`src/rtl/wpf_pkg.sv`:
```
package wpf_pkg;

  // control word field positions, decoded by the filter
  localparam int CTL_EN_BIT = 15;
  localparam int CTL_MC_BIT = 9;
  localparam int CTL_BC_BIT = 8;
  localparam int OFS_W      = 8;

  localparam logic [15:0] CRC_SEED   = 16'hFFFF;
  localparam logic [15:0] CRC_POLY_R = 16'hA001;

  // fold one byte, lsb first, into a reflected crc16 register
  function automatic logic [15:0] crc16_fold(input logic [15:0] crc,
                                             input logic [7:0]  b);
    logic [15:0] c;
    c = crc ^ {8'h00, b};
    for (int i = 0; i < 8; i++) begin
      c = c[0] ? ((c >> 1) ^ CRC_POLY_R) : (c >> 1);
    end
    return c;
  endfunction

  function automatic logic [15:0] rev16(input logic [15:0] v);
    logic [15:0] r;
    for (int i = 0; i < 16; i++) r[i] = v[15 - i];
    return r;
  endfunction

endpackage

```
`src/rtl/wpf_frame_pos.sv`:
```
module wpf_frame_pos #(
  parameter int POS_W = 9
) (
  input  logic             clk,
  input  logic             rst_n,
  input  logic             beat,
  input  logic             sof,
  output logic [POS_W-1:0] cur_pos
);
  localparam logic [POS_W-1:0] POS_MAX = '1;

  logic [POS_W-1:0] pos_q;

  assign cur_pos = sof ? '0 : pos_q;

  always_ff @(posedge clk) begin
    if (!rst_n)    pos_q <= '0;
    else if (beat) pos_q <= (cur_pos == POS_MAX) ? cur_pos : cur_pos + 1'b1;
  end

  // a start byte puts the next byte at position 1
  p_pos_restart_r10: assert property (@(posedge clk) disable iff (!rst_n)
    (beat && sof) |=> (pos_q == POS_W'(1)))
    else $error("p_pos_restart_r10");

  // idle cycles leave the position untouched
  p_pos_hold_r10: assert property (@(posedge clk) disable iff (!rst_n)
    !beat |=> $stable(pos_q))
    else $error("p_pos_hold_r10");
endmodule

```
`src/rtl/wpf_byte_select.sv`:
```
module wpf_byte_select #(
  parameter int WIN_BYTES = 128,
  parameter int POS_W     = 9,
  parameter int OFS_W     = 8
) (
  input  logic [POS_W-1:0]     cur_pos,
  input  logic [OFS_W-1:0]     ofs,
  input  logic [WIN_BYTES-1:0] mask,
  output logic                 in_win,
  output logic                 sel
);
  localparam int IDX_W = $clog2(WIN_BYTES);

  logic [POS_W-1:0] rel;

  assign rel    = cur_pos - POS_W'(ofs);
  assign in_win = (cur_pos >= POS_W'(ofs)) && (rel[POS_W-1:IDX_W] == '0);
  assign sel    = in_win && mask[rel[IDX_W-1:0]];
endmodule

```
`src/rtl/wpf_crc_acc.sv`:
```
module wpf_crc_acc
  import wpf_pkg::*;
#(
  parameter int WIN_BYTES = 128,
  parameter int CNT_W     = 8
) (
  input  logic             clk,
  input  logic             rst_n,
  input  logic             beat,
  input  logic             sof,
  input  logic             sel,
  input  logic [7:0]       data,
  output logic [15:0]      crc_now,
  output logic [CNT_W-1:0] taken_now
);
  logic [15:0]      crc_q;
  logic [CNT_W-1:0] taken_q;
  logic [15:0]      crc_base;
  logic [CNT_W-1:0] taken_base;

  assign crc_base   = sof ? CRC_SEED : crc_q;
  assign taken_base = sof ? '0 : taken_q;
  assign crc_now    = sel ? crc16_fold(crc_base, data) : crc_base;
  assign taken_now  = sel ? taken_base + 1'b1 : taken_base;

  always_ff @(posedge clk) begin
    if (!rst_n) begin
      crc_q   <= CRC_SEED;
      taken_q <= '0;
    end else if (beat) begin
      crc_q   <= crc_now;
      taken_q <= taken_now;
    end
  end

  // a frame whose first byte is unselected restarts from the seed
  p_seed_on_sof_r4: assert property (@(posedge clk) disable iff (!rst_n)
    (beat && sof && !sel) |=> (crc_q == CRC_SEED))
    else $error("p_seed_on_sof_r4");

  // the window never yields more selected bytes than it holds
  p_taken_limit_r8: assert property (@(posedge clk) disable iff (!rst_n)
    taken_q <= CNT_W'(WIN_BYTES))
    else $error("p_taken_limit_r8");
endmodule

```
`src/rtl/wpf_addr_qual.sv`:
```
module wpf_addr_qual #(
  parameter int POS_W      = 9,
  parameter int ADDR_BYTES = 6
) (
  input  logic             clk,
  input  logic             rst_n,
  input  logic             beat,
  input  logic             sof,
  input  logic [POS_W-1:0] cur_pos,
  input  logic [7:0]       data,
  output logic             bcast_now,
  output logic             mcast_now
);
  logic run_q, mc_q, run_now, in_addr;

  assign in_addr   = cur_pos < POS_W'(ADDR_BYTES);
  assign run_now   = (sof ? 1'b1 : run_q) && (!in_addr || (data == 8'hFF));
  assign bcast_now = run_now && (cur_pos >= POS_W'(ADDR_BYTES - 1));
  assign mcast_now = sof ? data[0] : mc_q;

  always_ff @(posedge clk) begin
    if (!rst_n) begin
      run_q <= 1'b0;
      mc_q  <= 1'b0;
    end else if (beat) begin
      run_q <= run_now;
      mc_q  <= mcast_now;
    end
  end

  // once a non-0xFF address byte is seen, broadcast cannot come back
  p_bcast_sticky_r7: assert property (@(posedge clk) disable iff (!rst_n)
    (beat && !sof && !run_q) |-> !bcast_now)
    else $error("p_bcast_sticky_r7");
endmodule

```
`src/rtl/wake_pattern_filter.sv`:
```
module wake_pattern_filter
  import wpf_pkg::*;
#(
  parameter int MASK_WORDS = 8,
  parameter int WORD_BITS  = 16,
  parameter int ADDR_BYTES = 6
) (
  input  logic                            clk,
  input  logic                            rst_n,
  input  logic                            in_valid,
  input  logic [7:0]                      in_data,
  input  logic                            in_sof,
  input  logic                            in_eof,
  input  logic [15:0]                     cfg_ctrl,
  input  logic [15:0]                     cfg_crc,
  input  logic [MASK_WORDS*WORD_BITS-1:0] cfg_mask,
  output logic                            match_pulse
);
  localparam int WIN_BYTES = MASK_WORDS * WORD_BITS;
  localparam int CNT_W     = $clog2(WIN_BYTES + 1);
  localparam int POS_W     = $clog2((1 << OFS_W) + WIN_BYTES + 1);

  logic [POS_W-1:0] cur_pos;
  logic             in_win, byte_sel, take;
  logic [15:0]      crc_now;
  logic [CNT_W-1:0] taken_now, need_cnt;
  logic             bcast_now, mcast_now;
  logic             frame_end, crc_hit, len_hit, qual_hit, match_d, match_q;
  logic             spare_unused;

  assign spare_unused = ^{cfg_ctrl[14:10], in_win};

  wpf_frame_pos #(.POS_W(POS_W)) u_pos (
    .clk(clk), .rst_n(rst_n), .beat(in_valid), .sof(in_sof), .cur_pos(cur_pos));

  wpf_byte_select #(.WIN_BYTES(WIN_BYTES), .POS_W(POS_W), .OFS_W(OFS_W)) u_sel (
    .cur_pos(cur_pos), .ofs(cfg_ctrl[OFS_W-1:0]), .mask(cfg_mask),
    .in_win(in_win), .sel(byte_sel));

  assign take = in_valid && byte_sel;

  wpf_crc_acc #(.WIN_BYTES(WIN_BYTES), .CNT_W(CNT_W)) u_crc (
    .clk(clk), .rst_n(rst_n), .beat(in_valid), .sof(in_sof), .sel(take),
    .data(in_data), .crc_now(crc_now), .taken_now(taken_now));

  wpf_addr_qual #(.POS_W(POS_W), .ADDR_BYTES(ADDR_BYTES)) u_addr (
    .clk(clk), .rst_n(rst_n), .beat(in_valid), .sof(in_sof), .cur_pos(cur_pos),
    .data(in_data), .bcast_now(bcast_now), .mcast_now(mcast_now));

  // number of bytes the mask asks for; fewer taken means the frame was short
  always_comb begin
    need_cnt = '0;
    for (int i = 0; i < WIN_BYTES; i++) need_cnt = need_cnt + CNT_W'(cfg_mask[i]);
  end

  assign frame_end = in_valid && in_eof;
  assign crc_hit   = rev16(crc_now) == cfg_crc;
  assign len_hit   = taken_now == need_cnt;
  assign qual_hit  = (!cfg_ctrl[CTL_MC_BIT] || mcast_now) &&
                     (!cfg_ctrl[CTL_BC_BIT] || bcast_now);
  assign match_d   = frame_end && cfg_ctrl[CTL_EN_BIT] && crc_hit && len_hit && qual_hit;

  always_ff @(posedge clk) begin
    if (!rst_n) match_q <= 1'b0;
    else        match_q <= match_d;
  end

  assign match_pulse = match_q;

  // a pulse only follows an accepted end-of-frame byte
  p_pulse_after_eof_r5: assert property (@(posedge clk) disable iff (!rst_n)
    match_pulse |-> $past(in_valid && in_eof))
    else $error("p_pulse_after_eof_r5");

  // no pulse unless the filter was enabled
  p_enable_gate_r2: assert property (@(posedge clk) disable iff (!rst_n)
    match_pulse |-> $past(cfg_ctrl[CTL_EN_BIT]))
    else $error("p_enable_gate_r2");

  // multicast requirement honoured
  p_mcast_qual_r6: assert property (@(posedge clk) disable iff (!rst_n)
    (match_pulse && $past(cfg_ctrl[CTL_MC_BIT])) |-> $past(mcast_now))
    else $error("p_mcast_qual_r6");

  // broadcast requirement honoured
  p_bcast_qual_r7: assert property (@(posedge clk) disable iff (!rst_n)
    (match_pulse && $past(cfg_ctrl[CTL_BC_BIT])) |-> $past(bcast_now))
    else $error("p_bcast_qual_r7");

  // a pulse needs every selected byte to have arrived
  p_full_window_r8: assert property (@(posedge clk) disable iff (!rst_n)
    match_pulse |-> $past(taken_now == need_cnt))
    else $error("p_full_window_r8");
endmodule

```
`config.mk`:
```
export PLATFORM = sky130hd
export DESIGN_NAME = wake_pattern_filter
export DESIGN_NICKNAME = d
export VERILOG_FILES = /design/src/rtl/wpf_pkg.sv /design/src/rtl/wpf_frame_pos.sv /design/src/rtl/wpf_byte_select.sv /design/src/rtl/wpf_crc_acc.sv /design/src/rtl/wpf_addr_qual.sv /design/src/rtl/wake_pattern_filter.sv
export SDC_FILE = /design/constraint.sdc
export NUM_CORES = 1
export LEC_CHECK = 0
export BUFFER_PORTS_ARGS = -buffer_cell sky130_fd_sc_hd__buf_2
export CAP_MARGIN = 30
export CORE_MARGIN = 3
export CORE_UTILIZATION = 40
export CTS_CLUSTER_DIAMETER = 40
export DETAILED_ROUTE_END_ITERATION = 16
export GPL_ROUTABILITY_DRIVEN = 0
export SLEW_MARGIN = 15
export SYNTH_ARGS = -nofsm -noshare
export SYNTH_HDL_FRONTEND = slang
export SYNTH_SLANG_ARGS = --single-unit
export TNS_END_PERCENT = 1
```
`constraint.sdc`:
```
create_clock -name clk -period 11.45 [get_ports clk]
set_input_delay 2.8625 -clock clk [delete_from_list [all_inputs] [get_ports clk]]
set_output_delay 2.8625 -clock clk [all_outputs]
set_load 0.03 [all_outputs]
```
# Word level (Yosys, flattened, before mapping)
# Index checks and enable logic that the tools add are counted.
[totals]
ff_bits = 36
in_bits = 173
output_inout_bits = 1
wordCells = 189
[classes]
n_addsub = 130
magnitude_cmp = 4
n_eq_ne = 4
mux = 18
bitwise = 9
reduce_logical = 18
[op_table]
columns = ["operator", "count"]
rows = [
  ["$add 8x1->8", 120],
  ["$mux 16", 10],
  ["$not 2->3", 8],
  ["$mux 9", 2],
  ["$eq 16x16->1", 1],
  ["$mux 8", 2],
  ["$xor 16x8->16", 1],
  ["$logic_and 1x1->1", 11],
  ["$add 9x1->9 const B", 1],
  ["$eq 9x9->1 const B", 1],
  ["$ge 9x3->1 const B", 1],
  ["$ge 9x8->1", 1],
  ["$lt 9x3->1 const B", 1],
  ["$sub 9x8->9", 1],
  ["$add 7x1->8", 1],
  ["$add 8x1->8 const B", 1],
  ["$eq 8x8->1", 1],
  ["$eq 8x8->1 const B", 1],
  ["$lt 7x8->1 const B", 1],
  ["$add 6x1->7", 1],
  ["$bmux 1 s7", 1],
  ["$add 5x1->6", 1],
  ["$add 4x1->5", 1],
  ["$add 3x1->4", 1],
  ["other kinds (6)", 12],
]

# Depth between registers and ports, before layout
# Gate-level depths: netlist of run 1.
[logic_depth]
depth_word = 130
ltp_mapped = 31
ltp_nobuf = 31

# By module
# Synthesis of run 1 repeated with hierarchy kept, for this count alone.
[hier_totals]
hier_cells = 800
hier_area_um2 = 7634.8
[modules_own_cells]
columns = ["module", "n_inst", "cells_per_inst", "area_each_um2", "seq_area_each_um2"]
rows = [
  ["wake_pattern_filter", 1, 381, 3768.6, 20.0],
  ["wpf_crc_acc", 1, 212, 1677.9, 480.5],
  ["wpf_byte_select", 1, 122, 1478.9, 0.0],
  ["wpf_frame_pos", 1, 69, 571.8, 180.2],
  ["wpf_addr_qual", 1, 16, 137.6, 40.0],
]

# Least setup slack after synthesis of run 1
# OpenSTA, ideal clock, no wires.
[synth_timing]
path_type = "input to register"
from = "input port cfg_mask[113]"
to = "register match_q (netlist: match_pulse)"
setup_time_ps = 92
t_arrival_ps = 10406
required_ps = 11358
slack_ps = 952
stages = 29
path_buffers = 0
path_cell_list = "inv_1 > fa_1 > inv_1 > fa_1 > fa_1 > inv_1 > fa_1 > fa_1 > inv_1 > fa_1 > inv_1 > fa_1 > inv_1 > fa_1 > inv_1 > fa_1 > fa_1 > inv_1 > ha_1 > fa_1 > inv_1 > a221oi_1 > o311ai_0 > nor4_1 > nand3_1 > a2111o_1 > a2111oi_2 > nand4_1 > nor4_1"
[synth_between]
elab_chain_cells = 18
elab_cells_between_ends = 26
classes_between = "add/sub (15); eq/ne (2); mux (4); reduce/logical (5)"
[synth_rtl]
columns = ["item", "line", "source"]
rows = [
  ["start, declared", "wake_pattern_filter.sv:16", "input logic [MASK_WORDS*WORD_BITS-1:0] cfg_mask,"],
  ["$add 8x1->8 (15 in a row)", "wake_pattern_filter.sv:53", "for (int i = 0; i < WIN_BYTES; i++) need_cnt = need_cnt + CNT_W'(cfg_mask[i]);"],
  ["$eq 8x8->1", "wake_pattern_filter.sv:58", "assign len_hit = taken_now == need_cnt;"],
  ["$logic_and 1x1->1 (*) (2 in a row)", "wake_pattern_filter.sv:61", "assign match_d = frame_end && cfg_ctrl[CTL_EN_BIT] && crc_hit && len_hit && qual_hit;"],
  ["end signal, assigned", "wake_pattern_filter.sv:65", "else match_q <= match_d;"],
  ["end, declared", "wake_pattern_filter.sv:28", "logic frame_end, crc_hit, len_hit, qual_hit, match_d, match_q;"],
]
# Every way passes the cells marked *; elsewhere a longest branch is shown, timed or not. The select of a mux whose other input is x is not followed.
# A chain may end at the register's enable or synchronous reset.

# Worst setup path in the final report of run 1
[layout_timing]
from = "input port cfg_mask[29]"
to = "register match_q (netlist: match_pulse)"
[layout_between]
elab_chain_cells = 102
elab_cells_between_ends = 110
classes_between = "add/sub (99); eq/ne (2); mux (4); reduce/logical (5)"
[layout_rtl]
columns = ["item", "line"]
rows = [
  ["$add 8x1->8 (99 in a row)", "wake_pattern_filter.sv:53"],
  ["$eq 8x8->1", "wake_pattern_filter.sv:58"],
  ["$logic_and 1x1->1 (*) (2 in a row)", "wake_pattern_filter.sv:61"],
]
# Marked as above.

==> results of run 1 <==
## kinds of logic (layout without fill, tap and decap cells)
group | Yosys count | after routing | synth area share (%)
buf+inv | 252 | 401 | 12.2
simple gates | 202 | 202 | 12.3
fa+ha+maj | 152 | 152 | 34.3
compound gates | 142 | 142 | 12.0
mux | 68 | 68 | 13.6
xor+xnor | 56 | 56 | 6.64
flops | 36 | 36 | 8.91
other cells | 0 | 1 | 0
## area by class of cell
cell class / instances / area share [%]
Clock buffer: 5 / 1.34
Antenna cell: 1 / 0.0267
Multi-Input combinational cell: 620 / 68.3
Tap cell: 265 / 3.54
Sequential cell: 36 / 7.70
Inverter: 219 / 8.78
Clock inverter: 3 / 0.494
Timing Repair Buffer: 174 / 9.81
## flip-flops by register name, summed over array words and instances, names as in the netlist
register,flops
u_pos.pos_q,9
u_addr.mc_q,1
u_addr.run_q,1
u_crc.crc_q,16
u_crc.taken_q,8
match_pulse,1
## metrics by stage
stage | setup slack, ns | instance area [um2] | util, % | cells | hold WS (ns)
2_1_floorplan | 0.952 | 8090 | - | 908 | 0.444
4_1_cts | 0.296 | 9310 | 47.4 | 1320 | 0.480
6_report | 0.472 | 9360 | 47.6 | 1323 | 0.470
3_3_place_gp | 0.0692 | 9140 | 46.5 | 1312 | 0.458
5_1_grt | 0.0491 | 9360 | 47.6 | 1323 | 0.519
3_5_place_dp | 0.0278 | 9140 | 46.5 | 1312 | 0.471
## cell usage after synthesis (10+ instances only)
cell type,number,share of area [%]
sky130_fd_sc_hd__fa_1,116,29
sky130_fd_sc_hd__nor2b_1,14,1.1
sky130_fd_sc_hd__a21oi_1,32,2.0
sky130_fd_sc_hd__o21ai_0,25,1.5
sky130_fd_sc_hd__nand3_1,19,1.2
sky130_fd_sc_hd__mux4_2,33,9.2
sky130_fd_sc_hd__xnor2_1,38,4.1
sky130_fd_sc_hd__xor2_1,15,1.6
sky130_fd_sc_hd__inv_1,218,10
sky130_fd_sc_hd__mux2i_1,29,3.6
sky130_fd_sc_hd__o22ai_1,20,1.5
sky130_fd_sc_hd__nand4_1,10,0.77
sky130_fd_sc_hd__clkbuf_1,20,0.93
sky130_fd_sc_hd__dfxtp_1,36,8.9
sky130_fd_sc_hd__nand2_1,57,2.6
sky130_fd_sc_hd__ha_1,36,5.6
sky130_fd_sc_hd__nor2_1,47,2.2
## worst max-delay path, cell delays in order
cell                        delay (ns)
sky130_fd_sc_hd__buf_2            0.12
sky130_fd_sc_hd__fa_1             0.53
sky130_fd_sc_hd__inv_1            0.05
sky130_fd_sc_hd__fa_1             0.51
sky130_fd_sc_hd__inv_1            0.07
sky130_fd_sc_hd__fa_1             0.50
sky130_fd_sc_hd__inv_1            0.05
sky130_fd_sc_hd__fa_1             0.47
sky130_fd_sc_hd__inv_1            0.05
sky130_fd_sc_hd__fa_1             0.45
sky130_fd_sc_hd__fa_1             0.56
sky130_fd_sc_hd__fa_1             0.46
sky130_fd_sc_hd__fa_1             0.54
sky130_fd_sc_hd__inv_1            0.06
sky130_fd_sc_hd__fa_1             0.46
sky130_fd_sc_hd__fa_1             0.49
sky130_fd_sc_hd__inv_1            0.04
sky130_fd_sc_hd__ha_1             0.20
sky130_fd_sc_hd__fa_1             0.48
sky130_fd_sc_hd__inv_1            0.07
sky130_fd_sc_hd__a221oi_1         0.39
sky130_fd_sc_hd__o311ai_0         0.20
sky130_fd_sc_hd__nor4_1           0.24
sky130_fd_sc_hd__nand3_1          0.12
sky130_fd_sc_hd__a2111o_1         0.39
sky130_fd_sc_hd__a2111oi_2        0.29
sky130_fd_sc_hd__nand4_1          0.16
sky130_fd_sc_hd__nor4_2           0.34
## path summary, 6_finish.rpt
path | endpoint | depth (start not counted)
setup / recovery | match_pulse | 28
hold / removal | u_addr.mc_q | 2
setup reg to reg | match_pulse | 16
hold reg to reg | u_addr.mc_q | 2
## layer usage
| metal | part of all wire (%) | up-vias | wire length (um) | global-route usage [%] |
|---|---|---|---|---|
| li1 | - | 3300 | - | - |
| met1 | 41 | 3343 | 9510 | 27.4 |
| met2 | 50 | 256 | 11700 | 38.0 |
| met3 | 7.0 | 42 | 1630 | 3.05 |
| met4 | 2.1 | 4 | 497 | 4.76 |
| met5 | 0.090 | - | 21 | 0 |
## layout by cell type (no fill, tap or decap), types with 6 or more instances in the layout
master,synthesis,layout
sky130_fd_sc_hd__o22ai_1,20,20
sky130_fd_sc_hd__nand3_1,19,19
sky130_fd_sc_hd__a21oi_1,32,32
sky130_fd_sc_hd__nor2_1,47,47
sky130_fd_sc_hd__buf_2,6,168
sky130_fd_sc_hd__and2_1,7,7
sky130_fd_sc_hd__mux2_2,6,6
sky130_fd_sc_hd__mux2i_1,29,29
sky130_fd_sc_hd__nor4_1,8,7
sky130_fd_sc_hd__dfxtp_1,36,36
sky130_fd_sc_hd__nor2b_1,14,14
sky130_fd_sc_hd__ha_1,36,35
sky130_fd_sc_hd__xor2_1,15,14
sky130_fd_sc_hd__xnor2_1,38,38
sky130_fd_sc_hd__fa_1,116,115
sky130_fd_sc_hd__nand4_1,10,10
sky130_fd_sc_hd__o21ai_0,25,25
sky130_fd_sc_hd__nand2_1,57,57
sky130_fd_sc_hd__mux4_2,33,33
sky130_fd_sc_hd__o21a_1,6,6
sky130_fd_sc_hd__inv_1,218,218
sky130_fd_sc_hd__and3_1,9,9
sky130_fd_sc_hd__a211oi_1,7,7
sky130_fd_sc_hd__nor3_1,8,8
## repair_timing
item / CTS / global route
gates resized for setup: 0 / 1
endpoints found under the setup margin: 0 / 1
setup buffers: 0 / 0
==> reports/qor.log, run 1 <==
INFO  outcome        status=complete, no violations
INFO  clocking       cts_tree=yes
INFO  sta            timing.final.crit_period=10.98ns
INFO  clocking       cts.htree.levels=2
INFO  sta            rsz0062_at_grt=no
INFO  global_route   grt_util_all_layers=21.2%
INFO  critical_path  worst-endpoint-arrival=11.16ns
INFO  worst_hold_path hold_path.startpoint=u_addr.mc_q
INFO  critical_path  worstReg2RegStart=u_pos.pos_q[0]
INFO  final_layout   multi_input_comb_area=6400um2
INFO  clocking       tritoncts_num_sinks=36
INFO  routing        route.final.wire_length=23400um
INFO  sta            finalCritPeriodShare=95.9%
INFO  clocking       clkLatencyLatePin=0.29ns
INFO  critical_path  crit_path_max_fanout=3
INFO  critical_path  startpoint=cfg_mask[29]
INFO  placed_design  detailed_placement_hpwl=19900um
INFO  sta            timing_max_transition_violations_final=0
INFO  global_route   grt_pass1_wl=37000um
INFO  clocking       clk_root_buffer_cell=sky130_fd_sc_hd__clkbuf_16
INFO  synthesis      synthesis.area_per_instance=8.90um2
INFO  critical_path  critPathRequiredTime=11.64ns
INFO  synthesis      synth-edff-count=0
INFO  flow_run       maxCapViolCount=0
INFO  synthesis      fraction_of_registers_with_async_set_reset=0%
INFO  routing        drt_drc_violations_left=0
INFO  routing        initial_drt_markers=447
INFO  global_route   grt_pass1_vias=7188
INFO  die            io_pins=174
INFO  sta            worst-slew-pin-transition=0.855ns
INFO  global_route   grt_overflow=0
INFO  critical_path  worst_path_class_setup=in -> reg
INFO  routing        post_drt_via_cell_ratio=5.25
INFO  routing        drt_first_pass_iters=5
INFO  routing        avgRoutedWirePerCell=17.7um
INFO  sta            max_clock_freq=91.1MHz
INFO  die            design.core.area=19700um2
INFO  die            start_util=41.1%
INFO  synthesis      synthesis.yosys.warnings=0
INFO  final_layout   final_layout_size_suffix_gt1_share=22.0%
INFO  final_layout   layout.filler_cells=1983
INFO  sta            skew=0.00635ns
INFO  final_layout   final_net_count=1381
INFO  clocking       tritoncts.num_buffers=5
INFO  die            die_boundary_height=148um
INFO  placed_design  place.port_buffers=168
INFO  routing        vias=6945
INFO  synthesis      synth_seq_area_share=8.91%
INFO  routing        final_antenna_net_count=0
INFO  synthesis      synth_area=8090um2
INFO  final_layout   layout-area-overhead-vs-synth=15.8%
INFO  die            floorplan.rows=51
INFO  synthesis      syn_inst=908
INFO  die            die_extent_in_x=148um
INFO  global_route   grt_max_degree=55
INFO  final_layout   ff_latch_area=721um2
INFO  synthesis      ys_ff_latch=36
INFO  critical_path  worst_setup_path_end_kind=flip-flop
INFO  sta            timing_hold_violations_final=0
INFO  synthesis      postSynthNetCount=1233
INFO  clocking       holdBufCountCts=0
INFO  sta            setup_tns=0ns
INFO  synthesis      post_synthesis_cell_type_count=68
INFO  clocking       ctsLongestPathBuffers=2
INFO  sta            slew_headroom=43.0%
INFO  critical_path  critPathLaunchType=input pin
INFO  sta            final-setup-viol-count=0
INFO  clocking       cts.reportedPaths.clkPinSlew=0.06ns
INFO  worst_hold_path min_path_type=reg -> reg
INFO  synthesis      yosys_most_used_dff=sky130_fd_sc_hd__dfxtp_1
INFO  die            die_area=22000um2
INFO  global_route   antenna_violations_before_repair=3
INFO  critical_path  reg2reg_setup_slack=5.95ns
Power of run 1 is not shown: default switching activity piles up to over one toggle a cycle in this logic, so the estimate is an artifact.
==> inputs of run 2 (changes only) <==
- RECOVER_POWER: unset -> 50
==> reports/qor.log, run 2 (synthesis gave the netlist of run 1 again) <==
INFO  outcome        status=finished, violations left
INFO  outcome        violations_in_the_final_reports=capacitance limit, slew limit
INFO  final_layout   top_register=u_crc.crc_q
INFO  critical_path  timing.critical_path.mode_cell=sky130_fd_sc_hd__fa_1
INFO  sta            max_clock_freq=91.4MHz
INFO  final_layout   largest_register_ffs=16
INFO  placed_design  detailed_placement_hpwl=19900um
INFO  final_layout   final_cell_mix=sky130_fd_sc_hd__inv_1 (218), sky130_fd_sc_hd__buf_2 (165), sky130_fd_sc_hd__fa_1 (115), sky130_fd_sc_hd__nand2_1 (57), sky130_fd_sc_hd__nor2_1 (47)
INFO  die            start_util=41.1%
INFO  routing        route.final.wire_length=23300um
INFO  clocking       tritoncts_num_sinks=36
INFO  global_route   grt_overflow=0
INFO  final_layout   largest_registers=u_crc.crc_q x16, u_pos.pos_q x9, u_crc.taken_q x8
INFO  global_route   grt_pass1_vias=7188
INFO  worst_hold_path min_path_type=reg -> reg
INFO  final_layout   commonest_non_fill_non_tap_cell_in_the_layout=sky130_fd_sc_hd__inv_1
INFO  sta            timing.final.crit_period=10.94ns
INFO  die            design.core.area=19700um2
INFO  clocking       post-cts-setup-buffers=0
INFO  sta            setup_tns=0ns
INFO  critical_path  critPathLaunchType=input pin
INFO  final_layout   stdcell_count=1323
INFO  sta            timing_max_transition_violations_final=55
INFO  die            io_pins=174
INFO  routing        vias=6933
INFO  routing        initial_drt_markers=441
INFO  critical_path  worst-endpoint-arrival=11.13ns
INFO  sta            skew=0.00504ns
INFO  critical_path  worstPathBufferInverterCount=8
INFO  critical_path  critical_path.top_delay_family=adder cells
INFO  final_layout   final_layout_size_suffix_gt1_share=21.6%
INFO  clocking       post_cts_resize_count=0
INFO  placed_design  post-place-cells=1312
INFO  routing        drt_drc_violations_left=0
INFO  clocking       clk_root_buffer_cell=sky130_fd_sc_hd__clkbuf_16
INFO  routing        final_antenna_net_count=0
INFO  sta            rsz0062_at_grt=no
INFO  final_layout   layout-area-overhead-vs-synth=15.7%
INFO  sta            finalCritPeriodShare=95.6%
INFO  die            die_area=22000um2
INFO  critical_path  worst_path_class_setup=in -> reg
INFO  sta            hold_ws=0.472ns
INFO  clocking       clkLatencyLatePin=0.29ns
INFO  global_route   grt_util_all_layers=21.2%
INFO  die            die_boundary_height=148um
INFO  global_route   antenna_violations_before_repair=3
INFO  sta            final-setup-viol-count=0
INFO  critical_path  worst_setup_path_end_kind=flip-flop
INFO  clocking       cts.reportedPaths.clkPinSlew=0.06ns
INFO  critical_path  critical-path-max-stage-delay=0.56ns
INFO  clocking       cts.htree.levels=2
INFO  final_layout   layout.filler_cells=1985
INFO  critical_path  crit_path_max_fanout=3
INFO  flow_run       maxCapViolCount=1
INFO  clocking       cts_tree=yes
INFO  sta            worst-slew-pin-transition=2.44ns
INFO  global_route   grt_pass1_wl=37000um
INFO  placed_design  place.port_buffers=168
INFO  final_layout   finalCoreUtilization=47.6%
INFO  clocking       holdBufCountCts=0
INFO  routing        drt_first_pass_iters=5
INFO  critical_path  critPathRequiredTime=11.64ns
INFO  final_layout   final_net_count=1381
INFO  sta            slew_headroom=-62.7%
INFO  sta            timing_hold_violations_final=0
INFO  routing        avgRoutedWirePerCell=17.6um
INFO  routing        post_drt_via_cell_ratio=5.24
INFO  critical_path  critical_path.slowest_cell=sky130_fd_sc_hd__fa_1
INFO  global_route   grt_max_degree=55
INFO  die            floorplan.rows=51
INFO  clocking       tritoncts.num_buffers=5
INFO  die            die_extent_in_x=148um
INFO  clocking       ctsLongestPathBuffers=2
## run 2: cell types whose count changed in the layout (fill, tap and decap cells not counted)
cell	before	now
sky130_fd_sc_hd__and2_0	0	4
sky130_fd_sc_hd__and2_1	7	3
sky130_fd_sc_hd__clkbuf_1	0	4
sky130_fd_sc_hd__buf_2	168	165
sky130_fd_sc_hd__a21oi_1	32	33
sky130_fd_sc_hd__a21oi_2	1	0
sky130_fd_sc_hd__buf_4	4	3
## run 2: layer usage
metal | share of wire (%) | routed length, um | global-route usage, %
met5 | 0.090 | 21 | 0
met4 | 1.9 | 454 | 4.76
met3 | 7.0 | 1620 | 3.05
met2 | 51 | 11800 | 38.0
met1 | 40 | 9440 | 27.4
## run 2: final cells by class
class	instances	area (um2)	share of cell area, %
clock inverters	3	46.3	0.495
clock buffers	5	125	1.34
multi-input cells	620	6390	68.4
inverters	219	822	8.79
diodes	1	2.50	0.0268
repair buffers	174	911	9.74
flip-flops and latches	36	721	7.71
well taps	265	332	3.55
## run 2: tightest hold or removal path, cell delays in order (launching register included)
cell	delay (ns)
sky130_fd_sc_hd__dfxtp_1	0.31
sky130_fd_sc_hd__nand2_1	0.05
sky130_fd_sc_hd__a21boi_0	0.07
## run 2: stage by stage
stage	instance area, um2	setup WS, ns
after floorplan	8090	0.952
after global placement	9140	0.0692
after detailed placement	9140	0.0278
after CTS	9310	0.296
after global routing	9350	0.0480
final	9350	0.505
## run 2: final timing paths
kind	start	end	slack (ns)	depth (start not counted)
setup / recovery	cfg_mask[29]	match_pulse	0.51	28
hold / removal	u_addr.mc_q	u_addr.mc_q	0.47	2
setup reg to reg	u_pos.pos_q[0]	match_pulse	5.65	16
hold reg to reg	u_addr.mc_q	u_addr.mc_q	0.47	2
Power of run 2 is left out for the same reason.
==> inputs of run 3 (changes only) <==
- RECOVER_POWER: 50 -> 25
==> reports/qor.log, run 3 (synthesis gave the netlist of run 1 again) <==
INFO  final_layout   largest_register_ffs=16
INFO  die            io_pins=174
INFO  global_route   grt_max_degree=55
INFO  clocking       clk_root_buffer_cell=sky130_fd_sc_hd__clkbuf_16
INFO  outcome        violations_in_the_final_reports=capacitance limit, slew limit
INFO  critical_path  critPathLaunchType=input pin
INFO  routing        route.final.wire_length=23400um
INFO  clocking       cts_tree=yes
INFO  flow_run       maxCapViolCount=1
INFO  sta            skew=0.00611ns
INFO  sta            rsz0062_at_grt=no
INFO  routing        avgRoutedWirePerCell=17.7um
INFO  critical_path  worst-endpoint-arrival=11.14ns
INFO  clocking       post_cts_resize_count=0
INFO  die            start_util=41.1%
INFO  global_route   grt_util_all_layers=21.2%
INFO  routing        final_antenna_net_count=0
INFO  critical_path  worst_path_class_setup=in -> reg
INFO  critical_path  reg2reg_to=match_pulse
INFO  clocking       cts.htree.levels=2
INFO  placed_design  place.port_buffers=168
INFO  sta            finalCritPeriodShare=95.7%
INFO  global_route   grt_overflow=0
INFO  final_layout   final_cell_mix=sky130_fd_sc_hd__inv_1 (218), sky130_fd_sc_hd__buf_2 (165), sky130_fd_sc_hd__fa_1 (115), sky130_fd_sc_hd__nand2_1 (57), sky130_fd_sc_hd__nor2_1 (47)
INFO  clocking       tritoncts_num_sinks=36
INFO  die            design.core.area=19700um2
INFO  die            die_extent_in_x=148um
INFO  worst_hold_path min_delay_worst_endpoint=u_addr.mc_q
INFO  worst_hold_path min_path_type=reg -> reg
INFO  final_layout   final_layout_size_suffix_gt1_share=21.7%
INFO  sta            max_clock_freq=91.3MHz
INFO  critical_path  crit_path_max_fanout=3
INFO  clocking       clkLatencyLatePin=0.29ns
INFO  clocking       post-cts-setup-buffers=0
INFO  sta            timing_hold_violations_final=0
INFO  clocking       tritoncts.num_buffers=5
INFO  placed_design  detailed_placement_hpwl=19900um
INFO  global_route   grt_pass1_wl=37000um
INFO  final_layout   final_net_count=1381
INFO  clocking       ctsLongestPathBuffers=2
INFO  worst_hold_path hold_path.startpoint=u_addr.mc_q
INFO  clocking       cts.reportedPaths.clkPinSlew=0.06ns
INFO  worst_hold_path timing.hold.worst_path_depth=2
INFO  routing        vias=6957
INFO  sta            timing.final.crit_period=10.95ns
INFO  sta            timing_max_transition_violations_final=55
INFO  routing        initial_drt_markers=461
INFO  global_route   antenna_violations_before_repair=3
INFO  placed_design  place_worst_setup_slack=0.0278ns
INFO  critical_path  reg2reg_setup_slack=5.95ns
INFO  critical_path  worst_setup_path_end_kind=flip-flop
INFO  routing        drt_drc_violations_left=0
INFO  critical_path  worstReg2RegStart=u_pos.pos_q[0]
INFO  routing        drt_first_pass_iters=7
INFO  final_layout   layout-area-overhead-vs-synth=15.7%
INFO  routing        post_drt_via_cell_ratio=5.26
INFO  global_route   grt_pass1_vias=7188
INFO  critical_path  r2r_cells=16
INFO  sta            pnr_worst_setup_slack=0.497ns
INFO  die            die_boundary_height=148um
INFO  outcome        status=finished, violations left
INFO  critical_path  critPathRequiredTime=11.64ns
INFO  final_layout   top_register=u_crc.crc_q
INFO  sta            setup_tns=0ns
INFO  die            die_area=22000um2
INFO  final_layout   largest_registers=u_crc.crc_q x16, u_pos.pos_q x9, u_crc.taken_q x8
INFO  sta            slew_headroom=-62.5%
INFO  die            floorplan.rows=51
INFO  final_layout   commonest_non_fill_non_tap_cell_in_the_layout=sky130_fd_sc_hd__inv_1
INFO  clocking       holdBufCountCts=0
INFO  sta            final-setup-viol-count=0
INFO  sta            worst-slew-pin-transition=2.44ns
[run 3: cell types whose count changed in the layout (fill, tap and decap cells not counted)]
cell / change
sky130_fd_sc_hd__and2_1: +3
sky130_fd_sc_hd__a21oi_1: -1
sky130_fd_sc_hd__and2_0: -3
sky130_fd_sc_hd__a21oi_2: +1
[run 3: per-stage QoR]
step / area, um2 / cells / hold slack, ns / utilization [%]
2_1_floorplan: 8090 / 908 / 0.444 / -
3_3_place_gp: 9140 / 1312 / 0.458 / 46.5
3_5_place_dp: 9140 / 1312 / 0.471 / 46.5
4_1_cts: 9310 / 1320 / 0.480 / 47.4
5_1_grt: 9360 / 1323 / 0.519 / 47.6
6_report: 9360 / 1323 / 0.472 / 47.6
[run 3: layer usage]
| metal | wire length [um] | track usage (%) | up-vias |
|---|---|---|---|
| met4 | 462 | 4.76 | 4 |
| li1 | - | - | 3297 |
| met3 | 1600 | 3.05 | 36 |
| met5 | 21 | 0 | - |
| met1 | 9510 | 27.4 | 3364 |
| met2 | 11800 | 38.0 | 256 |
[run 3: worst max-delay path by stage]
stage | from | to | slack, ns | cells after the start
floorplan | cfg_mask[113] | match_pulse | 0.95 | 29
global placement | cfg_mask[29] | match_pulse | 0.07 | 28
detailed placement | cfg_mask[77] | match_pulse | 0.03 | 30
CTS | cfg_mask[29] | match_pulse | 0.30 | 28
global route | cfg_mask[77] | match_pulse | 0.05 | 30
finish | cfg_mask[29] | match_pulse | 0.50 | 28
[run 3: critical path, cell delays in order]
cell                        delay, ns
sky130_fd_sc_hd__buf_2           0.12
sky130_fd_sc_hd__fa_1            0.53
sky130_fd_sc_hd__inv_1           0.05
sky130_fd_sc_hd__fa_1            0.51
sky130_fd_sc_hd__inv_1           0.07
sky130_fd_sc_hd__fa_1            0.50
sky130_fd_sc_hd__inv_1           0.05
sky130_fd_sc_hd__fa_1            0.47
sky130_fd_sc_hd__inv_1           0.05
sky130_fd_sc_hd__fa_1            0.45
sky130_fd_sc_hd__fa_1            0.56
sky130_fd_sc_hd__fa_1            0.46
sky130_fd_sc_hd__fa_1            0.54
sky130_fd_sc_hd__inv_1           0.06
sky130_fd_sc_hd__fa_1            0.46
sky130_fd_sc_hd__fa_1            0.49
sky130_fd_sc_hd__inv_1           0.04
sky130_fd_sc_hd__ha_1            0.20
sky130_fd_sc_hd__fa_1            0.48
sky130_fd_sc_hd__inv_1           0.07
sky130_fd_sc_hd__a221oi_1        0.38
sky130_fd_sc_hd__o311ai_0        0.19
sky130_fd_sc_hd__nor4_1          0.24
sky130_fd_sc_hd__nand3_1         0.12
sky130_fd_sc_hd__a2111o_1        0.39
sky130_fd_sc_hd__a2111oi_2       0.29
sky130_fd_sc_hd__nand4_1         0.16
sky130_fd_sc_hd__nor4_2          0.33
[run 3: cell type report]
| class | count | area, um2 |
|---|---|---|
| clock inverters | 3 | 46.3 |
| multi-input cells | 620 | 6400 |
| fillers | 1985 | 10300 |
| inverters | 219 | 822 |
| repair buffers | 174 | 911 |
| diodes | 1 | 2.50 |
| flip-flops and latches | 36 | 721 |
| well taps | 265 | 332 |
| clock buffers | 5 | 125 |
Power of run 3 is left out for the same reason.
